<file path="src/rtl/dma_chan_pkg.sv">
package dma_chan_pkg;
  typedef enum logic [1:0] {
    OP_IDLE  = 2'd0,
    OP_BLAST = 2'd1,
    OP_ABORT = 2'd2,
    OP_START = 2'd3
  } dma_op_e;

  localparam int SEL_W = 3;
  localparam logic [SEL_W-1:0] IX_CMD   = 3'd0;
  localparam logic [SEL_W-1:0] IX_SCNT  = 3'd1;
  localparam logic [SEL_W-1:0] IX_SADR  = 3'd2;
  localparam logic [SEL_W-1:0] IX_WCNT  = 3'd3;
  localparam logic [SEL_W-1:0] IX_WADR  = 3'd4;
  localparam logic [SEL_W-1:0] IX_STAT  = 3'd5;
  localparam logic [SEL_W-1:0] IX_SDSC  = 3'd6;
  localparam logic [SEL_W-1:0] IX_WDSC  = 3'd7;

  localparam int STAT_W     = 6;
  localparam int ST_CORE    = 4;
  localparam int ST_DONE    = 3;
  localparam int CMD_DONEIE = 6;
  localparam int CMD_DIR    = 7;
  localparam int CTL_W1C    = 24;
endpackage

</file>
<file path="src/rtl/dma_burst_clamp.sv">
module dma_burst_clamp #(
  parameter int DATA_W = 32,
  parameter int LEN_W  = 16
) (
  input  logic              req,
  input  logic              to_mem,
  input  logic              dir_cmd,
  input  logic [LEN_W-1:0]  req_len,
  input  logic [DATA_W-1:0] wcnt,
  input  logic [DATA_W-1:0] waddr,
  output logic              gnt,
  output logic [DATA_W-1:0] gnt_len,
  output logic [DATA_W-1:0] gnt_addr
);
  logic [DATA_W-1:0] len_ext;

  always_comb begin
    len_ext  = DATA_W'(req_len);
    gnt      = req && (to_mem == dir_cmd);
    gnt_len  = '0;
    if (gnt) begin
      gnt_len = (len_ext < wcnt) ? len_ext : wcnt;
    end
    gnt_addr = waddr;
  end
endmodule

</file>
<file path="src/rtl/dma_stat_irq.sv">
module dma_stat_irq
  import dma_chan_pkg::*;
(
  input  logic              clk,
  input  logic              rst_n,
  input  logic              start_clr,
  input  logic              rd_clr,
  input  logic              w1c_en,
  input  logic [STAT_W-1:0] w1c_bits,
  input  logic              core_irq,
  input  logic              op_is_start,
  input  logic              wcnt_zero,
  input  logic              done_ie,
  output logic [STAT_W-1:0] status,
  output logic              irq
);
  logic [STAT_W-1:0] stat_q, stat_d;
  logic              core_q;
  logic              rise, fall;

  assign rise = core_irq && !core_q;
  assign fall = !core_irq && core_q;

  always_comb begin
    stat_d = stat_q;
    if (start_clr) stat_d = '0;
    if (rd_clr)    stat_d[3:1] = 3'b000;
    if (w1c_en)    stat_d[3:1] = stat_d[3:1] & ~w1c_bits[3:1];
    if (rise) begin
      stat_d[ST_CORE] = 1'b1;
      if (op_is_start && wcnt_zero) stat_d[ST_DONE] = 1'b1;
    end
    if (fall) stat_d[ST_CORE] = 1'b0;
  end

  always_ff @(posedge clk or negedge rst_n) begin
    if (!rst_n) begin
      stat_q <= '0;
      core_q <= 1'b0;
    end else begin
      stat_q <= stat_d;
      core_q <= core_irq;
    end
  end

  assign status = stat_q;
  assign irq    = stat_q[ST_CORE] || (done_ie && stat_q[ST_DONE]);
endmodule

</file>
<file path="src/rtl/scsi_dma_chan.sv">
module scsi_dma_chan
  import dma_chan_pkg::*;
#(
  parameter int DATA_W = 32,
  parameter int LEN_W  = 16
) (
  input  logic              clk,
  input  logic              rst_n,
  input  logic              reg_wr,
  input  logic              reg_rd,
  input  logic [2:0]        reg_sel,
  input  logic [DATA_W-1:0] reg_wdata,
  output logic [DATA_W-1:0] reg_rdata,
  input  logic              ctl_wr,
  input  logic [DATA_W-1:0] ctl_wdata,
  output logic [DATA_W-1:0] ctl_rdata,
  input  logic              core_irq,
  output logic              irq,
  output logic              xfer_en,
  output logic              core_cancel,
  input  logic              burst_req,
  input  logic              burst_to_mem,
  input  logic [LEN_W-1:0]  burst_len,
  output logic              burst_gnt,
  output logic [DATA_W-1:0] burst_gnt_len,
  output logic [DATA_W-1:0] burst_addr
);
  localparam logic [DATA_W-1:0] WADR_RST = '1;
  localparam logic [DATA_W-1:0] WDSC_RST = ~(DATA_W'(2));

  logic [DATA_W-1:0] cmd_q, scnt_q, sadr_q, wcnt_q, wadr_q, sdsc_q, wdsc_q, ctl_q;
  logic [DATA_W-1:0] cmd_d, scnt_d, sadr_d, wcnt_d, wadr_d, sdsc_d, wdsc_d, ctl_d;
  logic              xfer_q, xfer_d, cancel_q, cancel_d;
  logic [STAT_W-1:0] status;
  logic              wr_cmd, start_go;
  dma_op_e           op_w, op_cur;
  logic              rd_clr, w1c_en;

  assign op_w     = dma_op_e'(reg_wdata[1:0]);
  assign op_cur   = dma_op_e'(cmd_q[1:0]);
  assign wr_cmd   = reg_wr && (reg_sel == IX_CMD);
  assign start_go = wr_cmd && (op_w == OP_START);
  assign rd_clr   = reg_rd && (reg_sel == IX_STAT) && !ctl_q[CTL_W1C];
  assign w1c_en   = reg_wr && (reg_sel == IX_STAT) && ctl_q[CTL_W1C];

  dma_burst_clamp #(.DATA_W(DATA_W), .LEN_W(LEN_W)) u_clamp (
    .req      (burst_req),
    .to_mem   (burst_to_mem),
    .dir_cmd  (cmd_q[CMD_DIR]),
    .req_len  (burst_len),
    .wcnt     (wcnt_q),
    .waddr    (wadr_q),
    .gnt      (burst_gnt),
    .gnt_len  (burst_gnt_len),
    .gnt_addr (burst_addr)
  );

  dma_stat_irq u_stat (
    .clk         (clk),
    .rst_n       (rst_n),
    .start_clr   (start_go),
    .rd_clr      (rd_clr),
    .w1c_en      (w1c_en),
    .w1c_bits    (reg_wdata[STAT_W-1:0]),
    .core_irq    (core_irq),
    .op_is_start (op_cur == OP_START),
    .wcnt_zero   (wcnt_q == '0),
    .done_ie     (cmd_q[CMD_DONEIE]),
    .status      (status),
    .irq         (irq)
  );

  // next-state
  always_comb begin
    cmd_d    = cmd_q;
    scnt_d   = scnt_q;
    sadr_d   = sadr_q;
    sdsc_d   = sdsc_q;
    wcnt_d   = wcnt_q;
    wadr_d   = wadr_q;
    wdsc_d   = wdsc_q;
    ctl_d    = ctl_q;
    xfer_d   = xfer_q;
    cancel_d = wr_cmd && (op_w == OP_ABORT);
    if (reg_wr) begin
      case (reg_sel)
        IX_CMD:  cmd_d  = reg_wdata;
        IX_SCNT: scnt_d = reg_wdata;
        IX_SADR: sadr_d = reg_wdata;
        IX_SDSC: sdsc_d = reg_wdata;
        default: ;
      endcase
    end
    if (ctl_wr) ctl_d = ctl_wdata;
    if (start_go) begin
      wcnt_d = scnt_q;
      wadr_d = sadr_q;
      wdsc_d = sdsc_q;
      xfer_d = 1'b1;
    end else if (burst_gnt) begin
      wcnt_d = wcnt_q - burst_gnt_len;
      wadr_d = wadr_q + burst_gnt_len;
    end
    if (wr_cmd && (op_w == OP_IDLE)) xfer_d = 1'b0;
  end

  // registers
  always_ff @(posedge clk or negedge rst_n) begin
    if (!rst_n) begin
      cmd_q    <= '0;
      scnt_q   <= '0;
      sadr_q   <= '0;
      sdsc_q   <= '0;
      wcnt_q   <= '0;
      wadr_q   <= WADR_RST;
      wdsc_q   <= WDSC_RST;
      ctl_q    <= '0;
      xfer_q   <= 1'b0;
      cancel_q <= 1'b0;
    end else begin
      cmd_q    <= cmd_d;
      scnt_q   <= scnt_d;
      sadr_q   <= sadr_d;
      sdsc_q   <= sdsc_d;
      wcnt_q   <= wcnt_d;
      wadr_q   <= wadr_d;
      wdsc_q   <= wdsc_d;
      ctl_q    <= ctl_d;
      xfer_q   <= xfer_d;
      cancel_q <= cancel_d;
    end
  end

  always_comb begin
    case (reg_sel)
      IX_CMD:  reg_rdata = cmd_q;
      IX_SCNT: reg_rdata = scnt_q;
      IX_SADR: reg_rdata = sadr_q;
      IX_WCNT: reg_rdata = wcnt_q;
      IX_WADR: reg_rdata = wadr_q;
      IX_STAT: reg_rdata = DATA_W'(status);
      IX_SDSC: reg_rdata = sdsc_q;
      default: reg_rdata = wdsc_q;
    endcase
  end

  assign ctl_rdata   = ctl_q;
  assign xfer_en     = xfer_q;
  assign core_cancel = cancel_q;
endmodule

</file>
<file path="config.mk">
export PLATFORM = sky130hd
export DESIGN_NAME = scsi_dma_chan
export DESIGN_NICKNAME = d
export VERILOG_FILES = /design/src/rtl/dma_chan_pkg.sv /design/src/rtl/dma_burst_clamp.sv /design/src/rtl/dma_stat_irq.sv /design/src/rtl/scsi_dma_chan.sv
export SDC_FILE = /design/constraint.sdc
export NUM_CORES = 1
export LEC_CHECK = 0
export BUFFER_PORTS_ARGS = -buffer_cell sky130_fd_sc_hd__buf_2
export CAP_MARGIN = 25
export CORE_MARGIN = 2
export CORE_UTILIZATION = 50
export DETAILED_ROUTE_END_ITERATION = 6
export PLACE_DENSITY_LB_ADDON = 0.1
export SLEW_MARGIN = 20
export SYNTH_ARGS = -nofsm -noshare
export SYNTH_HDL_FRONTEND = slang
export SYNTH_HIERARCHICAL = 1
export SYNTH_SLANG_ARGS = --single-unit
</file>
<file path="constraint.sdc">
create_clock -name clk -period 13.5 [get_ports clk]
set_input_delay 0.675 -clock clk [delete_from_list [all_inputs] [get_ports clk]]
set_output_delay 0.675 -clock clk [all_outputs]
set_load 0.01 [all_outputs]
</file>
## Word-level counts from Yosys, hierarchy flattened

Index checks and enable logic that the tools add are counted.

- Register bits after elaboration: 263
- Word-level logic and storage cells: 70
- Bits of input ports: 91

- Bitwise operators: 2
- Multiplexer cells: 15
- $lt $le $gt $ge: 1
- $add $sub $neg: 2
- Equal/unequal tests: 10
- Reductions and logical operators: 27

Operators with widths:

| operator | number |
|---|---|
| $pmux 32 s7 | 1 |
| $mux 32 | 6 |
| $add 32x32->32 | 1 |
| $logic_not 32->1 | 1 |
| $lt 16x32->1 | 1 |
| $sub 32x32->32 | 1 |
| $logic_and 1x1->1 | 13 |
| $eq 3x3->1 const B | 3 |
| $reduce_and 2->1 | 4 |
| $eq 2x2->1 const B | 3 |
| $eq 3x2->1 const B | 2 |
| $mux 3 | 2 |
| $mux 5 | 1 |
| $mux 1 | 4 |
| $reduce_bool 2->1 | 2 |
| $and 3x3->3 | 1 |
| $eq 3x1->1 const B | 1 |
| $logic_not 1->1 | 3 |
| $logic_not 3->1 | 1 |
| $not 3->3 | 1 |
| $reduce_bool 3->1 | 1 |
| $logic_not 2->1 | 1 |
| $mux 2 | 1 |
| $eq 1x1->1 | 1 |
| $logic_or 1x1->1 | 1 |

## Logic depth before layout (Yosys ltp)

Gate-level depths: netlist of the first run.

- Depth in word-level cells: 10
- Gate-level depth with buffers: 21
- Depth with buffers taken out: 19

## Cells and area by module

The synthesis of the first run kept the hierarchy.

By module, submodules not included:

| module | area an instance (um2) | cells an instance | sequential area each (um2) | instances |
|---|---|---|---|---|
| scsi_dma_chan | 15210.8 | 1566 | 6535.0 | 1 |
| dma_burst_clamp | 1138.6 | 161 | 0.0 | 1 |
| dma_stat_irq | 217.7 | 20 | 125.1 | 1 |

## Worst setup path before layout of the first run

OpenSTA, ideal clock, no wires.

- Path kind: input to register
- Start: in burst_len[14]
- End: reg wcnt_q[31]
- Buffers on the path: 1
- Setup time: 0.082 ns
- Data arrival time: 4.957 ns
- Cell stages on the path: 18
- Data required time: 13.418 ns
- Path slack: 8.461 ns
- Cells stage by stage: ha_1 > and4_4 > a221o_1 > o41ai_4 > buf_6 > mux2i_1 > inv_1 > ha_1 > and4_1 > and3_1 > a32oi_1 > nand2_1 > o2111ai_2 > nand4_1 > a41oi_1 > xnor2_1 > or3_1 > a31oi_1

- Longest elaborated chain between the ends: 6

Ends and longest elaborated chain:

| item | line | source |
|---|---|---|
| from (decl) | scsi_dma_chan.sv:23 | `input logic [LEN_W-1:0] burst_len,` |
| $lt 16x32->1 | dma_burst_clamp.sv:22 | `gnt_len = (len_ext < wcnt) ? len_ext : wcnt;` |
| $mux 32 (*) | dma_burst_clamp.sv:22 |  |
| $mux 32 (*) | dma_burst_clamp.sv:21 | `if (gnt) begin` |
| net burst_gnt_len[14] | scsi_dma_chan.sv:25 | `output logic [DATA_W-1:0] burst_gnt_len,` |
| $sub 32x32->32 (*) | scsi_dma_chan.sv:101 | `wcnt_d = wcnt_q - burst_gnt_len;` |
| $mux 32 (*) | scsi_dma_chan.sv:100 | `end else if (burst_gnt) begin` |
| $mux 32 (*) | scsi_dma_chan.sv:95 | `if (start_go) begin` |
| to (signal assigned) | scsi_dma_chan.sv:125 | `wcnt_q <= wcnt_d;` |
| to (decl) | scsi_dma_chan.sv:31 | `logic [DATA_W-1:0] cmd_q, scnt_q, sadr_q, wcnt_q, wadr_q, sdsc_q, wdsc_q, ctl_q;` |

Mark *: on every way through the listed nets, which the timed path passes. The rest lies on a longest branch. The select of a mux whose other input is x is not followed.
A chain may end at the register's enable or synchronous reset.

## Worst setup path after layout of the first run

- Start: reg wcnt_q[14]
- End: reg wadr_q[28]

- Longest elaborated chain between the ends: 6

Ends and longest elaborated chain:

| item | line | source |
|---|---|---|
| $lt 16x32->1 | dma_burst_clamp.sv:22 |  |
| $mux 32 (*) | dma_burst_clamp.sv:22 |  |
| $mux 32 (*) | dma_burst_clamp.sv:21 |  |
| $add 32x32->32 (*) | scsi_dma_chan.sv:102 | `wadr_d = wadr_q + burst_gnt_len;` |
| $mux 32 (*) | scsi_dma_chan.sv:100 |  |
| $mux 32 (*) | scsi_dma_chan.sv:95 |  |
| to (signal assigned) | scsi_dma_chan.sv:126 | `wadr_q <= wadr_d;` |
| to (decl) | scsi_dma_chan.sv:31 |  |

Every way passes the cells marked *; elsewhere a longest branch is shown, timed or not. The select of a mux whose other input is x is not followed.

==> results of run 1 <==
## cells by family (layout without fill, tap and decap cells)
kind of cell / after synthesis / in the layout / share of synthesized area (%)
and+or+nand+nor: 500 / 500 / 13.2
AOI/OAI and AO/OA: 383 / 383 / 14.5
DFF: 263 / 263 / 40.2
muxes: 254 / 254 / 17.3
buffers and inverters: 215 / 350 / 6.05
adders and majority gates: 79 / 79 / 6.06
xor gates and xnor gates: 51 / 51 / 2.70
other: 2 / 19 / 0.0453
## registers in the layout, indices dropped and copies added, names as in the netlist, 32 cells and up
| register | cells |
|---|---|
| wcnt_q | 32 |
| wadr_q | 32 |
| sdsc_q | 32 |
| wdsc_q | 32 |
| sadr_q | 32 |
| ctl_rdata | 32 |
| cmd_q | 32 |
| scnt_q | 32 |
## stage by stage
step / hold WS [ns] / worst slack [ns]
2_1_floorplan: 0.379 / 8.46
4_1_cts: 0.216 / 7.94
6_report: 0.156 / 7.93
3_5_place_dp: 0.448 / 7.70
3_3_place_gp: 0.444 / 7.87
5_1_grt: 0.240 / 7.56
## worst min path at each step
| stage | start | end | slack [ns] | cells past startpoint |
|---|---|---|---|---|
| after detailed placement | wdsc_q[9]$_DFFE_PN1P_ | wdsc_q[9]$_DFFE_PN1P_ | 0.45 | 2 |
| after global routing | rst_n | ctl_rdata[6]$_DFFE_PN0P_ | 0.24 | 1 |
| after global placement | wdsc_q[22]$_DFFE_PN1P_ | wdsc_q[22]$_DFFE_PN1P_ | 0.44 | 2 |
| after floorplan | rst_n | cmd_q[0]$_DFFE_PN0P_ | 0.38 | 0 |
| after CTS | rst_n | ctl_rdata[0]$_DFFE_PN0P_ | 0.22 | 1 |
| final | rst_n | ctl_rdata[0]$_DFFE_PN0P_ | 0.16 | 1 |
## cell type report
cell class / instances / area (sq um)
fillers: 2955 / 13800
clock inverters: 9 / 223
clock buffers: 43 / 898
repair buffers: 225 / 1200
multi-input cells: 1285 / 8980
flip-flops and latches: 263 / 6660
inverters: 73 / 277
diodes: 1 / 2.50
well taps: 442 / 553
## worst max-delay path: cells and delay by family, from the launching register on
family | cells | cell delay [ns]
AND/OR/NAND/NOR | 1 | 0.20
adder cells (fa/ha/maj) | 3 | 0.97
multiplexers | 1 | 0.17
XOR/XNOR | 1 | 0.18
AO/OA/AOI/OAI | 11 | 3.01
flip-flops | 1 | 0.50
buffers and inverters | 2 | 0.41
## power breakdown
group	total, uW	internal, uW	switching (uW)	leakage (uW)
sequential	1360	1050	312	0.00306
clock	917	590	328	0.000549
combinational	1560	678	885	0.00495
## metal layers
layer | routed length, um | part of all wire, %
met2 | 21600 | 42
met4 | 641 | 1.2
met5 | 16 | 0.031
met1 | 24500 | 47
met3 | 4950 | 9.6
## cell usage in the layout (no fill, tap or decap), types with 20 or more instances in the layout
cell,Yosys,final
mux2i_1,69,69
clkbuf_16,0,29
a21oi_1,124,124
xnor2_1,37,37
nand3_1,21,20
mux2_2,177,177
o21ai_0,103,103
ha_1,77,77
nor2_1,118,117
a21o_1,23,23
dfstp_2,63,63
a31oi_1,27,27
nand2_1,265,265
buf_2,0,205
dfrtp_1,200,200
inv_1,72,71
==> metrics, run 1 <==
Area growth, synth to finish=13.4%; global-route wire length before repair=78800 um; Syn Inst Count=1747; Yosys top cell area share=30.2%; total CTS buffers=29; Worst R2R End=wadr_q[28]$_DFFE_PN1P_; Max-cap violations=0; drt drc=0; synth cell count leaders=nand2_1, dfrtp_1, mux2_2; layout cells sized above 1=28.9%; prevailing post-synth register cell=dfrtp_1; Final ANT Viol Nets=0; Placed Cells=2288; Total Neg Setup Slack=0 ns; met1 usage=46.1%; gr ovfl total=0; die height=186 um; biggest area consumer among synthesized cells=dfrtp_1; largest net degree at the start of global routing=157; power density over cell area=205 mW/mm^2; HPWL Detailed=37200 um; Worst-Margin Slew=0.883 ns; GR Util All Layers=29.8%; Total Wirelength=51800 um; dpl cell area=0.0177 sq mm; First-pass DRT Iterations=5; reg-to-reg slack, setup=7.93 ns; Crit path top cell by count=o21ai_0; endpoints failing hold=0; GR Util met3=7.00%; synth unique cells=75; #FFs+latches synth=263; Peak Freq=179 MHz; Post-synth EDFFs=0; Avg Cell Area, Syn=9.48 sq um; largest cells by area after synthesis=dfrtp_1, mux2_2, dfstp_2, nand2_1, ha_1; postcts setup bufs=0; Via Count=13800; Max Fanout on Critical Path=16; clock-pin slew on the worst setup and hold paths=0.07 ns; Final setup violation count=0; initial antenna violation count=3; Die X=186 um; Slew HR=41.1%; fin util=57.6%; outcome=completed; H-tree depth=1; final worst path period need=5.57 ns; global routing usage on met2=42.9%; TritonCTS Sinks=263; Rows=66; leakage=0.00856 uW; total power=3850 uW; Critical Path Sink Type=register; root buf cell=clkbuf_16; asr flop ratio synth=100%; biggest cell delay along the critical path=0.51 ns; Slew Viols, Final=0; final std cells w/o fill=2341; WP data required=13.95 ns; Iter 0 DRT Violations=1183; Worst Setup SP=wcnt_q[14]$_DFFE_PN0P_; Critical-path top delay cell=a221oi_1; cells resized by post-CTS repair=0; vias in the first global route=13300; GP Congestion=0.929; I/O pins=223; reg2reg start=wcnt_q[14]$_DFFE_PN0P_; drt wl/cell=22.1 um; cts hold-fix bufs=0; top-count cell post-synth=nand2_1; Final nets=2047; WS Path Type=reg -> reg; gr busiest metal=met1; Worst Setup Start Kind=register; mapped cell area=0.0166 sq mm; fin crit share=41.3%; largest buffer count on any clock path=3; sequential area share after synthesis=40.2%; Starting Density=50.8%; TritonCTS clock tree=built; IO Port Bufs=206; Clock Skews=0.0141 ns; Max IR drop VDD=0.121 mV; core area=0.0326 sq mm; Cell Chain, Critical Path=inv_1, ha_1, and4_4, a221o_1, o41ai_4, buf_4, mux2i_1, ha_1, fa_1, a21oi_1, o21ai_0, a21oi_1, o21ai_0, a31o_2, a221oi_1, o21ai_0, a31oi_1, xor2_1, o21ai_0; final instance area=0.0188 sq mm; Hold WC Path Type=in -> async; die area=0.0346 sq mm; WP data arrival=6.02 ns; unrepaired setup endpoints after global routing=no; Via density=5.92; Reg2Reg Depth=19; latest clock arrival within the worst-skew pair=0.55 ns; Ys Warns=6; CP endpoint=wadr_q[28]$_DFFE_PN1P_
Note: power is estimated with default switching activity, not from simulation.
==> run 2, diff against run 1 <==
==> constraint.sdc (replaced) <==
create_clock -name clk -period 5.8 [get_ports clk]
set_input_delay 0.29 -clock clk [delete_from_list [all_inputs] [get_ports clk]]
set_output_delay 0.29 -clock clk [all_outputs]
set_load 0.01 [all_outputs]
==> run 2 against run 1 <==
Against the previous run:
- core utilization increased by 0.74 points
- die area unchanged
- worst hold slack got worse by 0.14 ns
- combinational power increased by 140%
- via count increased by 1.5%
- clock-buffer cell count increased by 5
- power increased by 130%
- largest cell class unchanged
- largest power group unchanged
==> metrics, run 2 (synthesis gave the netlist of run 1 again) <==
Comb pwr share=43.4% (+2.7 points); Via Count=14100 (+1.5%); CP top delay family=compound AO/OA/AOI/OAI gates; leakage=0.00866 uW (+1.2%); Final ANT Viol Nets=0 (unchanged); latest clock arrival within the worst-skew pair=0.55 ns (about the same); IO Port Bufs=206 (unchanged); Total Wirelength=53400 um (+3.1%); final worst setup slack=0.416 ns (-7.51 ns); drt drc=0 (unchanged); Pint=5100 uW (+120%); WP data required=6.27 ns (-7.68 ns); sw frac=41.4% (+1.8 points); GR Util All Layers=31.0% (+1.2 points); Cell Chain, Critical Path=inv_1, ha_1, and4_4, a221o_1, o41ai_4, buf_4, mux2i_1, ha_1, a21oi_1, a21boi_0, o211ai_1, nand3_1, a31oi_1, o21ai_0, xor2_1, mux2i_1, o21ai_0; Clk pwr share=20.4% (-3.5 points); Critical Path Sink Type=register; Hold WC Path Type=in -> reg; core area=0.0326 sq mm (unchanged); gr ovfl total=0 (unchanged); vias in the first global route=13700 (+3.0%); power density over cell area=458 mW/mm^2 (+120%); Via density=5.89 (-0.49%); Starting Density=50.8% (unchanged); most frequent cells in the layout=nand2_1, buf_2, dfrtp_1; HPWL Detailed=38300 um (+3.0%); root buf cell=clkbuf_16; cells resized by post-CTS repair=0 (unchanged); initial antenna violation count=3 (unchanged); Final nets=2093 (+2.2%); CP bufs+invs=2 (unchanged); Worst Setup Start Kind=register; TritonCTS clock tree=built; Slew Viols, Final=0 (unchanged); largest net degree at the start of global routing=137 (-13%); gr busiest metal=met1; final instance area=0.0190 sq mm (+1.3%); I/O pins=223 (unchanged); First-pass DRT Iterations=5 (unchanged); Total Neg Setup Slack=0 ns (unchanged); Iter 0 DRT Violations=1284 (+8.5%); TritonCTS Sinks=263 (unchanged); Peak Freq=186 MHz (+3.5%); most common cell after layout, fill and taps aside=nand2_1; fin crit share=92.8% (+52 points); GR Util met3=7.59% (+0.59 points); Final setup violation count=0 (unchanged); sequential group share of total power=36.2% (+0.7 points); die area=0.0346 sq mm (unchanged); Sw Pwr=3610 uW (+140%); total CTS buffers=29 (unchanged); WS Path Type=reg -> reg; postcts setup bufs=0 (unchanged); outcome=completed; Layout fillers=2926 (-0.98%); H-tree depth=1 (unchanged); Clock Skews=0.0152 ns (+0.00107 ns); met1 usage=46.5% (+0.40 points); WP data arrival=5.85 ns (-0.17 ns); GP Congestion=0.948 (+2.0%); Worst-Margin Slew=0.994 ns (+0.111 ns); final worst path period need=5.38 ns (-0.189 ns); Place WS=0.592 ns (-7.11 ns); layout cells sized above 1=28.5% (-0.44 points); largest buffer count on any clock path=3 (unchanged); drt wl/cell=22.4 um (+1.1%); reg-to-reg slack, setup=0.42 ns (-7.51 ns); dpl cell area=0.0178 sq mm (+0.68%); Max-cap violations=0 (unchanged); Slew HR=33.7% (-7.4 points); endpoints failing hold=0 (unchanged); die height=186 um (unchanged); clock-pin slew on the worst setup and hold paths=0.06 ns (about the same); Critical-path top delay cell=xor2_1; biggest cell delay along the critical path=0.50 ns (about the same); global routing usage on met2=44.4% (+1.5 points); Max IR drop VDD=0.227 mV (+88%); unrepaired setup endpoints after global routing=no; Area growth, synth to finish=14.9%; global-route wire length before repair=81500 um (+3.4%); Rows=66 (unchanged); Max Fanout on Critical Path=11 (-5); Die X=186 um (unchanged)
[run 2: area by class of cell]
type / count / area [sq um] / share of cell area (%)
inverter: 73 / 277 / 1.45
antenna: 1 / 2.50 / 0.0131
sequential: 263 / 6660 / 35.0
multi-input combinational: 1285 / 8980 / 47.2
tap: 442 / 553 / 2.91
clock inverter: 5 / 35.0 / 0.184
timing repair buffer: 271 / 1650 / 8.66
clock buffer: 48 / 877 / 4.61
[run 2: final timing paths]
kind                       cells past startpoint                         to              startpoint
min in group asynchronous                      2  ctl_rdata[10]$_DFFE_PN0P_                   rst_n
setup reg to reg                              17     wadr_q[15]$_DFFE_PN1P_  wcnt_q[14]$_DFFE_PN0P_
max in group asynchronous                      3      wcnt_q[5]$_DFFE_PN0P_                   rst_n
hold / removal                                 2   ctl_rdata[0]$_DFFE_PN0P_            ctl_wdata[0]
hold reg to reg                                2     wdsc_q[27]$_DFFE_PN1P_  wdsc_q[27]$_DFFE_PN1P_
setup / recovery                              17     wadr_q[15]$_DFFE_PN1P_  wcnt_q[14]$_DFFE_PN0P_
[run 2: metal layers]
metal	routed length, um	share of wire [%]	vias up
met2	22100	41	615
met1	24800	46	6876
li1	-	-	6478
met3	5180	9.7	87
met4	1290	2.4	2
met5	13	0.024	-
[run 2: timing repair]
item                                   4_1_cts  5_1_grt
endpoints found under the hold margin      136        0
hold buffers                                33        0
setup endpoints to repair                    0        0
[run 2: power by group through the flow]
stage | clock [uW] | combinational (uW) | sequential [uW]
after floorplan | 0 | 2770 | 2810
after global placement | 0 | 3640 | 3130
after detailed placement | 0 | 3660 | 3140
after CTS | 1790 | 3710 | 3110
after global routing | 1880 | 4180 | 3190
final | 1780 | 3780 | 3150
[run 2: stage by stage]
stage	util, %	cells	total power [uW]	hold WS [ns]
global route	58.3	2388	9240	0.0101
floorplan	-	1763	5580	-0.00559
global placement	54.5	2301	6770	0.420
detailed placement	54.5	2301	6800	0.426
CTS	58.3	2387	8610	0.00713
finish	58.3	2388	8710	0.0173
